`src/rtl/clkreg_pkg.sv`:
```
package clkreg_pkg;
  localparam int unsigned IDX_W  = 6;
  localparam int unsigned BYTE_W = 8;

  // pointer byte layout: index [7:2], write enable [1], reserved [0]
  typedef struct packed {
    logic [IDX_W-1:0] idx;
    logic             we;
    logic             rsvd;
  } ptr_byte_t;

  function automatic ptr_byte_t to_ptr(input logic [BYTE_W-1:0] b);
    ptr_byte_t p;
    p.idx  = b[BYTE_W-1:2];
    p.we   = b[1];
    p.rsvd = 1'b0;
    return p;
  endfunction
endpackage

```
`src/rtl/clkreg_ptr.sv`:
```
module clkreg_ptr
  import clkreg_pkg::*;
(
  input  logic              clk_i,
  input  logic              rst_ni,
  input  logic              load_i,
  input  logic [BYTE_W-1:0] wdata_i,
  output ptr_byte_t         ptr_o
);
  ptr_byte_t ptr_q;

  always_ff @(posedge clk_i or negedge rst_ni) begin
    if (!rst_ni)     ptr_q <= '0;
    else if (load_i) ptr_q <= to_ptr(wdata_i);
  end

  assign ptr_o = ptr_q;
endmodule

```
`src/rtl/clkreg_bank.sv`:
```
module clkreg_bank
  import clkreg_pkg::*;
#(
  parameter int unsigned NUM_REGS = 48,
  parameter int unsigned DATA_W   = 8
) (
  input  logic                       clk_i,
  input  logic                       rst_ni,
  input  logic                       wr_en_i,
  input  logic [IDX_W-1:0]           idx_i,
  input  logic [BYTE_W-1:0]          wdata_i,
  output logic [NUM_REGS*DATA_W-1:0] regs_o
);
  logic [DATA_W-1:0] wval;
  assign wval = wdata_i[DATA_W-1:0];

  for (genvar g = 0; g < NUM_REGS; g++) begin : g_reg
    logic [DATA_W-1:0] r_q;
    logic              hit;
    assign hit = wr_en_i && (idx_i == IDX_W'(g));
    always_ff @(posedge clk_i or negedge rst_ni) begin
      if (!rst_ni)  r_q <= '0;
      else if (hit) r_q <= wval;
    end
    assign regs_o[g*DATA_W +: DATA_W] = r_q;
  end
endmodule

```
`src/rtl/clkreg_rdmux.sv`:
```
module clkreg_rdmux
  import clkreg_pkg::*;
#(
  parameter int unsigned NUM_REGS = 48,
  parameter int unsigned DATA_W   = 8
) (
  input  logic                       sel_i,
  input  ptr_byte_t                  ptr_i,
  input  logic [NUM_REGS*DATA_W-1:0] regs_i,
  output logic [BYTE_W-1:0]          rdata_o
);
  logic [BYTE_W-1:0] win;

  always_comb begin
    win = '0;  // unimplemented indices read zero
    for (int i = 0; i < NUM_REGS; i++) begin
      if (ptr_i.idx == IDX_W'(i)) win = BYTE_W'(regs_i[i*DATA_W +: DATA_W]);
    end
  end

  assign rdata_o = sel_i ? win : ptr_i;
endmodule

```
`src/rtl/clkreg_port.sv`:
```
module clkreg_port
  import clkreg_pkg::*;
#(
  parameter int unsigned NUM_REGS = 48,
  parameter int unsigned DATA_W   = 8
) (
  input  logic                       clk_i,
  input  logic                       rst_ni,
  input  logic                       sel_i,
  input  logic                       wr_i,
  input  logic [7:0]                 wdata_i,
  output logic [7:0]                 rdata_o,
  output logic [NUM_REGS*DATA_W-1:0] regs_o
);
  ptr_byte_t ptr_q;
  logic      ptr_load;
  logic      commit;

  assign ptr_load = wr_i && !sel_i;
  assign commit   = wr_i && sel_i && ptr_q.we;

  clkreg_ptr u_ptr (
    .clk_i   (clk_i),
    .rst_ni  (rst_ni),
    .load_i  (ptr_load),
    .wdata_i (wdata_i),
    .ptr_o   (ptr_q)
  );

  clkreg_bank #(.NUM_REGS(NUM_REGS), .DATA_W(DATA_W)) u_bank (
    .clk_i   (clk_i),
    .rst_ni  (rst_ni),
    .wr_en_i (commit),
    .idx_i   (ptr_q.idx),
    .wdata_i (wdata_i),
    .regs_o  (regs_o)
  );

  clkreg_rdmux #(.NUM_REGS(NUM_REGS), .DATA_W(DATA_W)) u_rd (
    .sel_i   (sel_i),
    .ptr_i   (ptr_q),
    .regs_i  (regs_o),
    .rdata_o (rdata_o)
  );
endmodule

```
`config.mk`:
```
export PLATFORM = sky130hd
export DESIGN_NAME = clkreg_port
export DESIGN_NICKNAME = d
export VERILOG_FILES = /design/src/rtl/clkreg_pkg.sv /design/src/rtl/clkreg_ptr.sv /design/src/rtl/clkreg_bank.sv /design/src/rtl/clkreg_rdmux.sv /design/src/rtl/clkreg_port.sv
export SDC_FILE = /design/constraint.sdc
export NUM_CORES = 1
export LEC_CHECK = 0
export ABC_CLOCK_PERIOD_IN_PS = 2600
export CORE_MARGIN = 1
export CORE_UTILIZATION = 40
export DETAILED_ROUTE_END_ITERATION = 16
export DONT_BUFFER_PORTS = 1
export PLACE_DENSITY_LB_ADDON = 0.2
export SLEW_MARGIN = 20
export SYNTH_ARGS = -nofsm -noshare
export SYNTH_HDL_FRONTEND = slang
export SYNTH_SLANG_ARGS = --single-unit
export TNS_END_PERCENT = 10
```
`constraint.sdc`:
```
create_clock -name clk_i -period 2.6 [get_ports clk_i]
set_input_delay 0.39 -clock clk_i [delete_from_list [all_inputs] [get_ports clk_i]]
set_output_delay 0.39 -clock clk_i [all_outputs]
set_load 0.05 [all_outputs]
```
==> impl_metrics.ini, run 1 <==
[critical_path]
cp_max_fo = 6
critPathArrivalTime_ps = 3260
critPathKind = reg -> out
cp.required_ps = 2210
crit_path_top_delay_cell = or4b_4
crit_path_end_kind = output pin
start_kind = flip-flop
cpLargestDelayFamily = compound AO/OA/AOI/OAI gates
worstPathCellList = buf_6 -> buf_6 -> or4b_4 -> buf_4 -> nor3_2 -> a211o_1 -> o221ai_4 -> a21o_1 -> a22oi_2 -> buf_12
critPathBufInv = 4
critPathMostFrequentCell = buf_6
critPathMaxStageDelay_ps = 570

[logic_synthesis]
synth_edf_count = 0
async_reset_ff_share_pct = 100
synthCells = 1687
postSynthRegisterBits = 391
synthFlopType = dfrtp_1
synth.avg_cell_area_um2 = 11.8
synth_nets = 1699
syn_area_um2 = 19800
ys.warnings.count = 0
ys_seq_area_share_pct = 49.3
yosysUniqueCellTypes = 83

[sta]
finalSetupViolCount = 18
fin_crit_sh_pct = 140
max-slew-margin-rel_pct = 19.8
holdWs_ps = -481
tightest_slew_ps = 1200
fin_ws_ps = -1050
fin_skew_ps = 30.0
hold_viol = 391
rsz0062_at_grt = true
fin_crit_ps = 3650
fmax_ghz = 0.274
drv_slew = 0

[final_layout]
final_common_cell = buf_4
final_cell_mix = buf_4 (662), mux2_2 (403), dfrtp_1 (385)
syn2layout_area_growth_pct = 43.4
nNetsFinal = 2333
final_area_um2 = 28500
multi_input_area_um2 = 10100
seq_area_um2 = 9800
drive_gt1_share_pct = 57.8
fill_cells = 4170
instances_no_fill = 3023

[worst_hold_path]
hp-class = in -> async

[place]
io_buffers = 0
place.detailed.hpwl_um = 62900
detailed_place.area_um2 = 25600
placed_cells = 2891
place.gp.congestion = 0.980

[floorplan]
die-area_um2 = 50500
die_x_um = 225
die_y_um = 225
coreArea_um2 = 49000
pin_count = 404
rows = 81
initial_core_util_pct = 40.5

[grt]
antenna_found_initial = 0
track_usage_pct = 34.7
overflow = 0
grt_max_degree = 392
grt_pass1_vias = 17700
grt_first_pass_wirelength_um = 127000

[route]
wl_per_cell_um = 29.7
vias = 18000
vias_per_cell = 5.95
dr.pass1.iters = 5
antenna_left = 0
drt_iter0_drc = 1709
wl_um = 89600
drc = 0

[cts]
cts_tree = done
clock_path_buffers = 3
cts_max_level = 2
root_buffer = clkbuf_16
cts_buffers = 45
clk_latency_ps = 610
cts.clk_slew.worst_paths_ps = 60
holdBufCountCts = 8
cts.sink_count = 391

[outcome]
violations = hold timing, setup timing
outcome = finished, violations left

[power_and_ir_drop]
p_total_mw = 21.8
leakage_nw = 13.8
power_density_nw_per_um2 = 765
peakVddDrop_uv = 580

[job]
drv_cap = 0
-- sequential cells by signal, indices dropped and copies added (netlist names) --
signal        cells
u_bank.g.r_q    384
u_ptr.ptr_o       7
-- per-stage QoR --
step                setup WS, ps  hold WS (ps)  TNS [ps]  utilization [%]
floorplan                   -153          94.4      -803                -
global placement            -662           124     -4550             52.2
detailed placement          -633           122     -4640             52.2
CTS                        -1070          -514     -8230             56.6
global route               -1100          -505     -8590             58.2
finish                     -1050          -481     -8200             58.2
-- synth_stat cells, drive strengths merged, types with 11 or more instances --
| master | instances | area share (%) |
|---|---|---|
| buf | 80 | 2.3 |
| o22ai | 37 | 1.2 |
| o221ai | 14 | 0.65 |
| mux2 | 403 | 23 |
| nor2 | 101 | 2.1 |
| o21ai | 88 | 2.2 |
| mux4 | 12 | 1.4 |
| nand2 | 94 | 1.8 |
| a211oi | 20 | 0.76 |
| clkbuf | 62 | 1.2 |
| dfrtp | 391 | 49 |
| a21oi | 78 | 2.0 |
| a31oi | 26 | 0.82 |
| nor2b | 14 | 0.44 |
| nor3 | 26 | 0.76 |
| a22oi | 11 | 0.44 |
| mux2i | 37 | 1.9 |
| nand3 | 22 | 0.55 |
-- logic make-up (layout without fill, tap and decap cells) --
group | Yosys count | after routing | share of synthesized area, %
AO/OA/AOI/OAI | 374 | 374 | 12.4
flip-flops | 391 | 391 | 49.3
buffers and inverters | 151 | 820 | 3.65
other | 0 | 2 | 0
multiplexers | 452 | 452 | 26.1
AND/OR/NAND/NOR | 318 | 319 | 8.47
XOR/XNOR | 1 | 1 | 0.0441
-- cell type report --
cell class / instances / area share, %
inverters: 9 / 0.119
multi-input cells: 1146 / 35.4
repair buffers: 728 / 21.7
diodes: 2 / 0.0176
clock inverters: 21 / 0.949
well taps: 664 / 2.92
flip-flops and latches: 391 / 34.4
clock buffers: 62 / 4.57
-- worst reg2reg max path, cell delays in order, from the launching register on --
cell and delay [ps]:
dfrtp_4 550, buf_2 210, or2_4 350, buf_12 180, buf_4 140, nor2_1 130
buf_4 220, nand2_1 330, mux2_2 390
-- routing by layer --
layer | up-vias | GRT usage (%) | share of wire (%) | wire [um]
met3 | 174 | 8.24 | 8.7 | 7780
met1 | 9333 | 46.8 | 42 | 37600
met4 | 0 | 11.1 | 3.1 | 2810
met5 | - | 0 | 0 | 0
met2 | 892 | 54.9 | 46 | 41500
li1 | 7592 | - | - | -
-- timing repair --
| item | 4_1_cts | 5_1_grt |
|---|---|---|
| pin swaps | 17 | 31 |
| gates resized for setup | 67 | 100 |
| hold endpoints to repair | 782 | 391 |
| setup buffers | 9 | 30 |
| gates cloned | 1 | 2 |
| endpoints found under the setup margin | 16 | 42 |
-- path summary, 6_finish.rpt --
path,from,end,slack [ps],cells after the start
max,u_ptr.ptr_o[7]$_DFFE_PN0P_,rdata_o[1],-1050,10
min,rst_ni,u_bank.g_reg[46].r_q[2]$_DFFE_PN0P_,-480,0
max reg2reg,u_ptr.ptr_o[2]$_DFFE_PN0P_,u_bank.g_reg[40].r_q[5]$_DFFE_PN0P_,-20,8
min reg2reg,u_ptr.ptr_o[1]$_DFFE_PN0P_,u_ptr.ptr_o[1]$_DFFE_PN0P_,560,1
max in group asynchronous,rst_ni,u_bank.g_reg[23].r_q[1]$_DFFE_PN0P_,2110,0
min in group clk_i,sel_i,u_ptr.ptr_o[6]$_DFFE_PN0P_,170,3
-- power by group --
| group | internal [mW] | switching [mW] | leakage (nW) |
|---|---|---|---|
| clock | 4.10 | 2.72 | 0.772 |
| combinational | 2.74 | 4.75 | 7.68 |
| sequential | 6.72 | 0.744 | 5.37 |
Note: power is estimated with default switching activity, not from simulation.
==> run 2, diff against run 1 <==
--- a/config.mk
+++ b/config.mk
@@ -5,6 +5,7 @@
 export SDC_FILE = /design/constraint.sdc
 export NUM_CORES = 1
 export LEC_CHECK = 0
+export ABC_AREA = 1
 export ABC_CLOCK_PERIOD_IN_PS = 2600
 export CORE_MARGIN = 1
 export CORE_UTILIZATION = 40
==> run 2 against run 1 <==
The run ends with hold timing, slew limit, setup timing left. Sequential cell count did not move. Non-clock buffer count fell by 211. Final cell count rose by 8.8%. First-iteration DRC count fell by 2.6%. Routed wire length fell by 19%. Critical path depth rose by 23. Total power fell by 19%. Register-to-register slack improved by 270 ps. Largest power group is now sequential cells.
==> impl_metrics.ini, run 2 <==
[logic_synthesis]
synth_nets = 2232
postSynthRegisterBits = 391
syn_area_um2 = 17600
synth.avg_cell_area_um2 = 7.95
synth_top_area_share_pct = 55.5
ys_seq_area_share_pct = 55.5
synthFlopType = dfrtp_1
synth.most_common_cell = nand2_1
synth_top_cell_by_area = dfrtp_1
yosys-top-cells-area = dfrtp_1 (55%), nand2_1 (18%), o21ai_0 (12%)
synth_edf_count = 0
yosysUniqueCellTypes = 26
ys.warnings.count = 0
synth_commonest_cells = nand2_1 (840), o21ai_0 (414), dfrtp_1 (391)
async_reset_ff_share_pct = 100
synthCells = 2220

[sta]
fin_crit_sh_pct = 196
setup_tns_ps = -18110
fmax_ghz = 0.197
rsz0062_at_grt = true
finalSetupViolCount = 8
tightest_slew_ps = 2120
drv_slew = 207
max-slew-margin-rel_pct = -41.5
fin_skew_ps = 15.3
fin_crit_ps = 5090
hold_viol = 391
fin_ws_ps = -2490
holdWs_ps = -506

[power_and_ir_drop]
leakage_nw = 11.6
p_clk_share_pct = 35.5
cell_internal_pwr_mw = 11.4
power_density_nw_per_um2 = 734
combPwrFrac_pct = 24.0
swShare_pct = 35.1
switchingPower_mw = 6.17
peakVddDrop_uv = 651
p_total_mw = 17.6
p_seq_share_pct = 40.6

[grt]
grt_pass1_vias = 16600
overflow = 0
grt_max_degree = 392
grt_first_pass_wirelength_um = 106000
track_usage_pct = 31.9
antenna_found_initial = 0

[final_layout]
final_cell_mix = nand2_1 (798), buf_4 (483), o21ai_0 (414)
largest_register_ffs = 384
drive_gt1_share_pct = 27.2
instances_no_fill = 3289
largest_register = u_bank.g.r_q
fill_cells = 3996
final_common_cell = nand2_1
syn2layout_area_growth_pct = 35.7
nNetsFinal = 2686
diodes = 0
utilization_pct = 55.4

[critical_path]
critPathArrivalTime_ps = 4700
critPathMostFrequentCell = nand4_1
cp_max_fo = 5
critPathKind = reg -> out
crit_path_end_kind = output pin
crit_path_top_delay_cell = dfrtp_2
start_kind = flip-flop
cp.required_ps = 2210
critPathMaxStageDelay_ps = 450

[route]
wl_um = 72500
drc = 0
drt_iter0_drc = 1664
vias = 17300
dr.pass1.iters = 5
antenna_left = 0
vias_per_cell = 5.26
wl_per_cell_um = 22.0

[place]
io_buffers = 0
placed_cells = 3199
place.gp.congestion = 0.956
place_ws_ps = -2170
place.detailed.hpwl_um = 52800

[cts]
clk_latency_ps = 580
root_buffer = clkbuf_16
cts.sink_count = 391
cts_tree = done
clock_path_buffers = 3
cts.clk_slew.worst_paths_ps = 60
cts_buffers = 43
cts_max_level = 2

[worst_hold_path]
hp-class = in -> async

[outcome]
outcome = finished, violations left
violations = hold timing, slew limit, setup timing

[floorplan]
die_x_um = 212
pin_count = 404
die_y_um = 212
initial_core_util_pct = 40.8
rows = 76
coreArea_um2 = 43300
die-area_um2 = 45000

[job]
drv_cap = 0
==> run 2: layer usage <==
layer,GRT usage (%),share of wire [%],wire (um),vias to the layer above
li1,-,-,-,8094
met1,39.8,39,28600,8349
met2,51.8,47,34100,710
met3,9.81,10,7320,143
met4,11.8,3.5,2530,0
met5,0,0,0,-
==> run 2: area by class of cell <==
type	count	area, um2	share of cell area [%]
clock buffer	59	1250	5.20
clock inverter	16	173	0.721
inverter	155	587	2.45
multi-input combinational	1566	7240	30.2
sequential	391	9790	40.9
tap	585	732	3.06
timing repair buffer	517	4180	17.5
==> run 2: repair_timing <==
item / in CTS / in global routing
endpoints found under the hold margin: 391 / 391
pin swaps: 37 / 68
setup endpoints to repair: 8 / 15
setup buffers: 10 / 5
resized for setup: 53 / 48
==> run 2: worst max-delay path: cells and delay by family, from the launching register on <==
family,cells,cell delay (ps)
AO/OA/AOI/OAI,1,130
flip-flops,1,450
buffers and inverters,5,440
AND/OR/NAND/NOR,27,3060
==> run 2: logic make-up after synthesis <==
| group | count (synthesis) | synth area share, % |
|---|---|---|
| AOI/OAI and AO/OA | 482 | 13.7 |
| buffers and inverters | 263 | 5.68 |
| DFF | 391 | 55.5 |
| and+or+nand+nor | 1084 | 25.2 |
==> run 2: stage by stage <==
| step | cell area (um2) | hold slack (ps) |
|---|---|---|
| 2_1_floorplan | 17800 | 94.4 |
| 3_3_place_gp | 22100 | 104 |
| 3_5_place_dp | 22100 | 104 |
| 4_1_cts | 23700 | -513 |
| 5_1_grt | 24000 | -514 |
| 6_report | 24000 | -506 |
==> run 2: path summary, 6_finish.rpt <==
path,from,end,slack [ps],cells after the start
worst max register to register,u_ptr.ptr_o[2]$_DFFE_PN0P_,u_bank.g_reg[38].r_q[5]$_DFFE_PN0P_,250,10
worst max-delay path,u_ptr.ptr_o[3]$_DFFE_PN0P_,rdata_o[4],-2490,33
worst min-delay path,rst_ni,u_bank.g_reg[32].r_q[1]$_DFFE_PN0P_,-510,0
worst min register to register,u_ptr.ptr_o[1]$_DFFE_PN0P_,u_ptr.ptr_o[1]$_DFFE_PN0P_,520,2
min in group clk_i,wdata_i[1],u_bank.g_reg[32].r_q[1]$_DFFE_PN0P_,250,3
max in group asynchronous,rst_ni,u_bank.g_reg[2].r_q[1]$_DFFE_PN0P_,1410,0
==> run 2: power by group through the flow <==
stage	clock network [mW]	logic [mW]	registers [mW]
after global routing	6.55	4.43	7.17
final	6.24	4.22	7.13
after global placement	0	4.02	7.22
after floorplan	0	0.974	8.63
after CTS	6.34	4.16	7.12
after detailed placement	0	4.06	7.22
==> run 3, diff against run 2 <==
--- a/config.mk
+++ b/config.mk
@@ -7,7 +7,7 @@
 export LEC_CHECK = 0
 export ABC_AREA = 1
 export ABC_CLOCK_PERIOD_IN_PS = 2600
-export CORE_MARGIN = 1
+export CORE_MARGIN = 2
 export CORE_UTILIZATION = 40
 export DETAILED_ROUTE_END_ITERATION = 16
 export DONT_BUFFER_PORTS = 1
==> run 3 against run 2 <==
The run ends with hold timing, setup timing left. Largest cell class unchanged. Die area is 1.9% higher. Sequential cell count did not move. Fmax about the same. Count of clock-buffer cells in the layout increased by 3. Largest power group unchanged. Sequential power about the same. Worst setup slack better by 3.6 ps. Worst hold slack better by 0.68 ps. Non-clock buffer count grew 25. Final cell count is 0.97% higher. Combinational power grew 2%.
==> impl_metrics.ini, run 3 (synthesis results as in run 2) <==
[floorplan]
initial_core_util_pct = 40.8
rows = 76
pin_count = 404
die-area_um2 = 45800
die_y_um = 214
die_x_um = 214
coreArea_um2 = 43300

[sta]
fmax_ghz = 0.197
holdWs_ps = -505
finalSetupViolCount = 8
fin_skew_ps = 23.4
rsz0062_at_grt = true
fin_ws_ps = -2480
drv_slew = 0
tightest_slew_ps = 858
hold_viol = 391
max-slew-margin-rel_pct = 42.8
fin_crit_ps = 5080
fin_crit_sh_pct = 196

[route]
drc = 0
vias = 17600
antenna_left = 0
wl_um = 73000
drt_iter0_drc = 1724
dr.pass1.iters = 8
vias_per_cell = 5.29
wl_per_cell_um = 22.0

[power_and_ir_drop]
power_density_nw_per_um2 = 749
leakage_nw = 11.9
peakVddDrop_uv = 664

[final_layout]
syn2layout_area_growth_pct = 38.4
final_area_um2 = 24400
final_cell_mix = nand2_1 (791), buf_4 (505), o21ai_0 (414)
nNetsFinal = 2713
utilization_pct = 56.5
largest_register_ffs = 384
final_common_cell = nand2_1
drive_gt1_share_pct = 28.7
largest_register = u_bank.g.r_q
fill_cells = 3911
diodes = 0

[cts]
cts_max_level = 2
clk_latency_ps = 590
cts.clk_slew.worst_paths_ps = 60
cts.sink_count = 391
cts_buffers = 45
clock_path_buffers = 3
cts_tree = done
root_buffer = clkbuf_16

[critical_path]
start_kind = flip-flop
crit_path_top_delay_cell = dfrtp_2
crit_path_end_kind = output pin
critPathKind = reg -> out
critPathMostFrequentCell = nand4_1
critPathMaxStageDelay_ps = 480
cp.required_ps = 2210
critPathArrivalTime_ps = 4690
cp_max_fo = 6

[grt]
antenna_found_initial = 0
overflow = 0
grt_first_pass_wirelength_um = 109000
track_usage_pct = 31.4
grt_pass1_vias = 16800
grt_max_degree = 392

[place]
place.gp.congestion = 0.914
detailed_place.area_um2 = 22000
io_buffers = 0
place.detailed.hpwl_um = 51900

[outcome]
outcome = finished, violations left
violations = hold timing, setup timing

[worst_hold_path]
hp-class = in -> async

[job]
drv_cap = 0
run 3: worst paths after layout:
| kind | start | end | slack (ps) | depth (start not counted) |
|---|---|---|---|---|
| worst max register to register | u_ptr.ptr_o[3]$_DFFE_PN0P_ | u_bank.g_reg[29].r_q[1]$_DFFE_PN0P_ | 160 | 13 |
| worst min-delay path | rst_ni | u_bank.g_reg[33].r_q[1]$_DFFE_PN0P_ | -510 | 0 |
| worst min register to register | u_ptr.ptr_o[1]$_DFFE_PN0P_ | u_ptr.ptr_o[1]$_DFFE_PN0P_ | 510 | 2 |
| worst max-delay path | u_ptr.ptr_o[5]$_DFFE_PN0P_ | rdata_o[4] | -2480 | 32 |
| max in group asynchronous | rst_ni | u_bank.g_reg[16].r_q[7]$_DFFE_PN0P_ | 2370 | 0 |
| min in group clk_i | wdata_i[2] | u_bank.g_reg[37].r_q[2]$_DFFE_PN0P_ | 250 | 3 |
run 3: repair_timing:
action                                  in CTS  in global routing
pin swaps                                   47                102
buffers inserted                            37                 15
resized for setup                           59                 75
endpoints found under the setup margin       8                 32
hold endpoints to repair                   391                391
run 3: cell type report:
type | count | area [um2] | area share, %
multi-input cells | 1566 | 7360 | 30.1
clock inverters | 20 | 267 | 1.09
flip-flops and latches | 391 | 9790 | 40.1
repair buffers | 542 | 4370 | 17.9
inverters | 155 | 587 | 2.40
well taps | 585 | 732 | 3.00
clock buffers | 62 | 1320 | 5.41
run 3: where the power goes:
part	total, mW	internal [mW]	switching (mW)
registers	7.15	6.56	0.594
logic	4.31	1.28	3.03
clock network	6.83	4.15	2.68
total	18.3	12.0	6.30
run 3: per-layer routing:
| metal | up-vias | global-route usage (%) | share of wire [%] |
|---|---|---|---|
| met3 | 148 | 8.47 | 9.5 |
| met1 | 8501 | 40.7 | 41 |
| met2 | 777 | 49.9 | 46 |
| li1 | 8143 | - | - |
| met5 | - | 0 | 0 |
| met4 | 0 | 12.6 | 3.9 |
run 3: per-stage QoR:
stage	setup TNS, ps	hold slack [ps]	total power [mW]	instances	setup WS (ps)
after floorplan	-4320	94.4	9.60	2220	-583
after global placement	-13670	104	11.2	3192	-2000
after detailed placement	-14080	105	11.3	3192	-2060
after CTS	-18440	-530	18.3	3311	-2510
after global routing	-20490	-522	18.9	3321	-2660
final	-18070	-505	18.3	3321	-2480
run 3: critical path: cells and delay by family, from the launching register on:
family	cells	cell delay (ps)
compound gates	1	140
simple gates	27	3110
buf+inv	4	360
flops	1	480
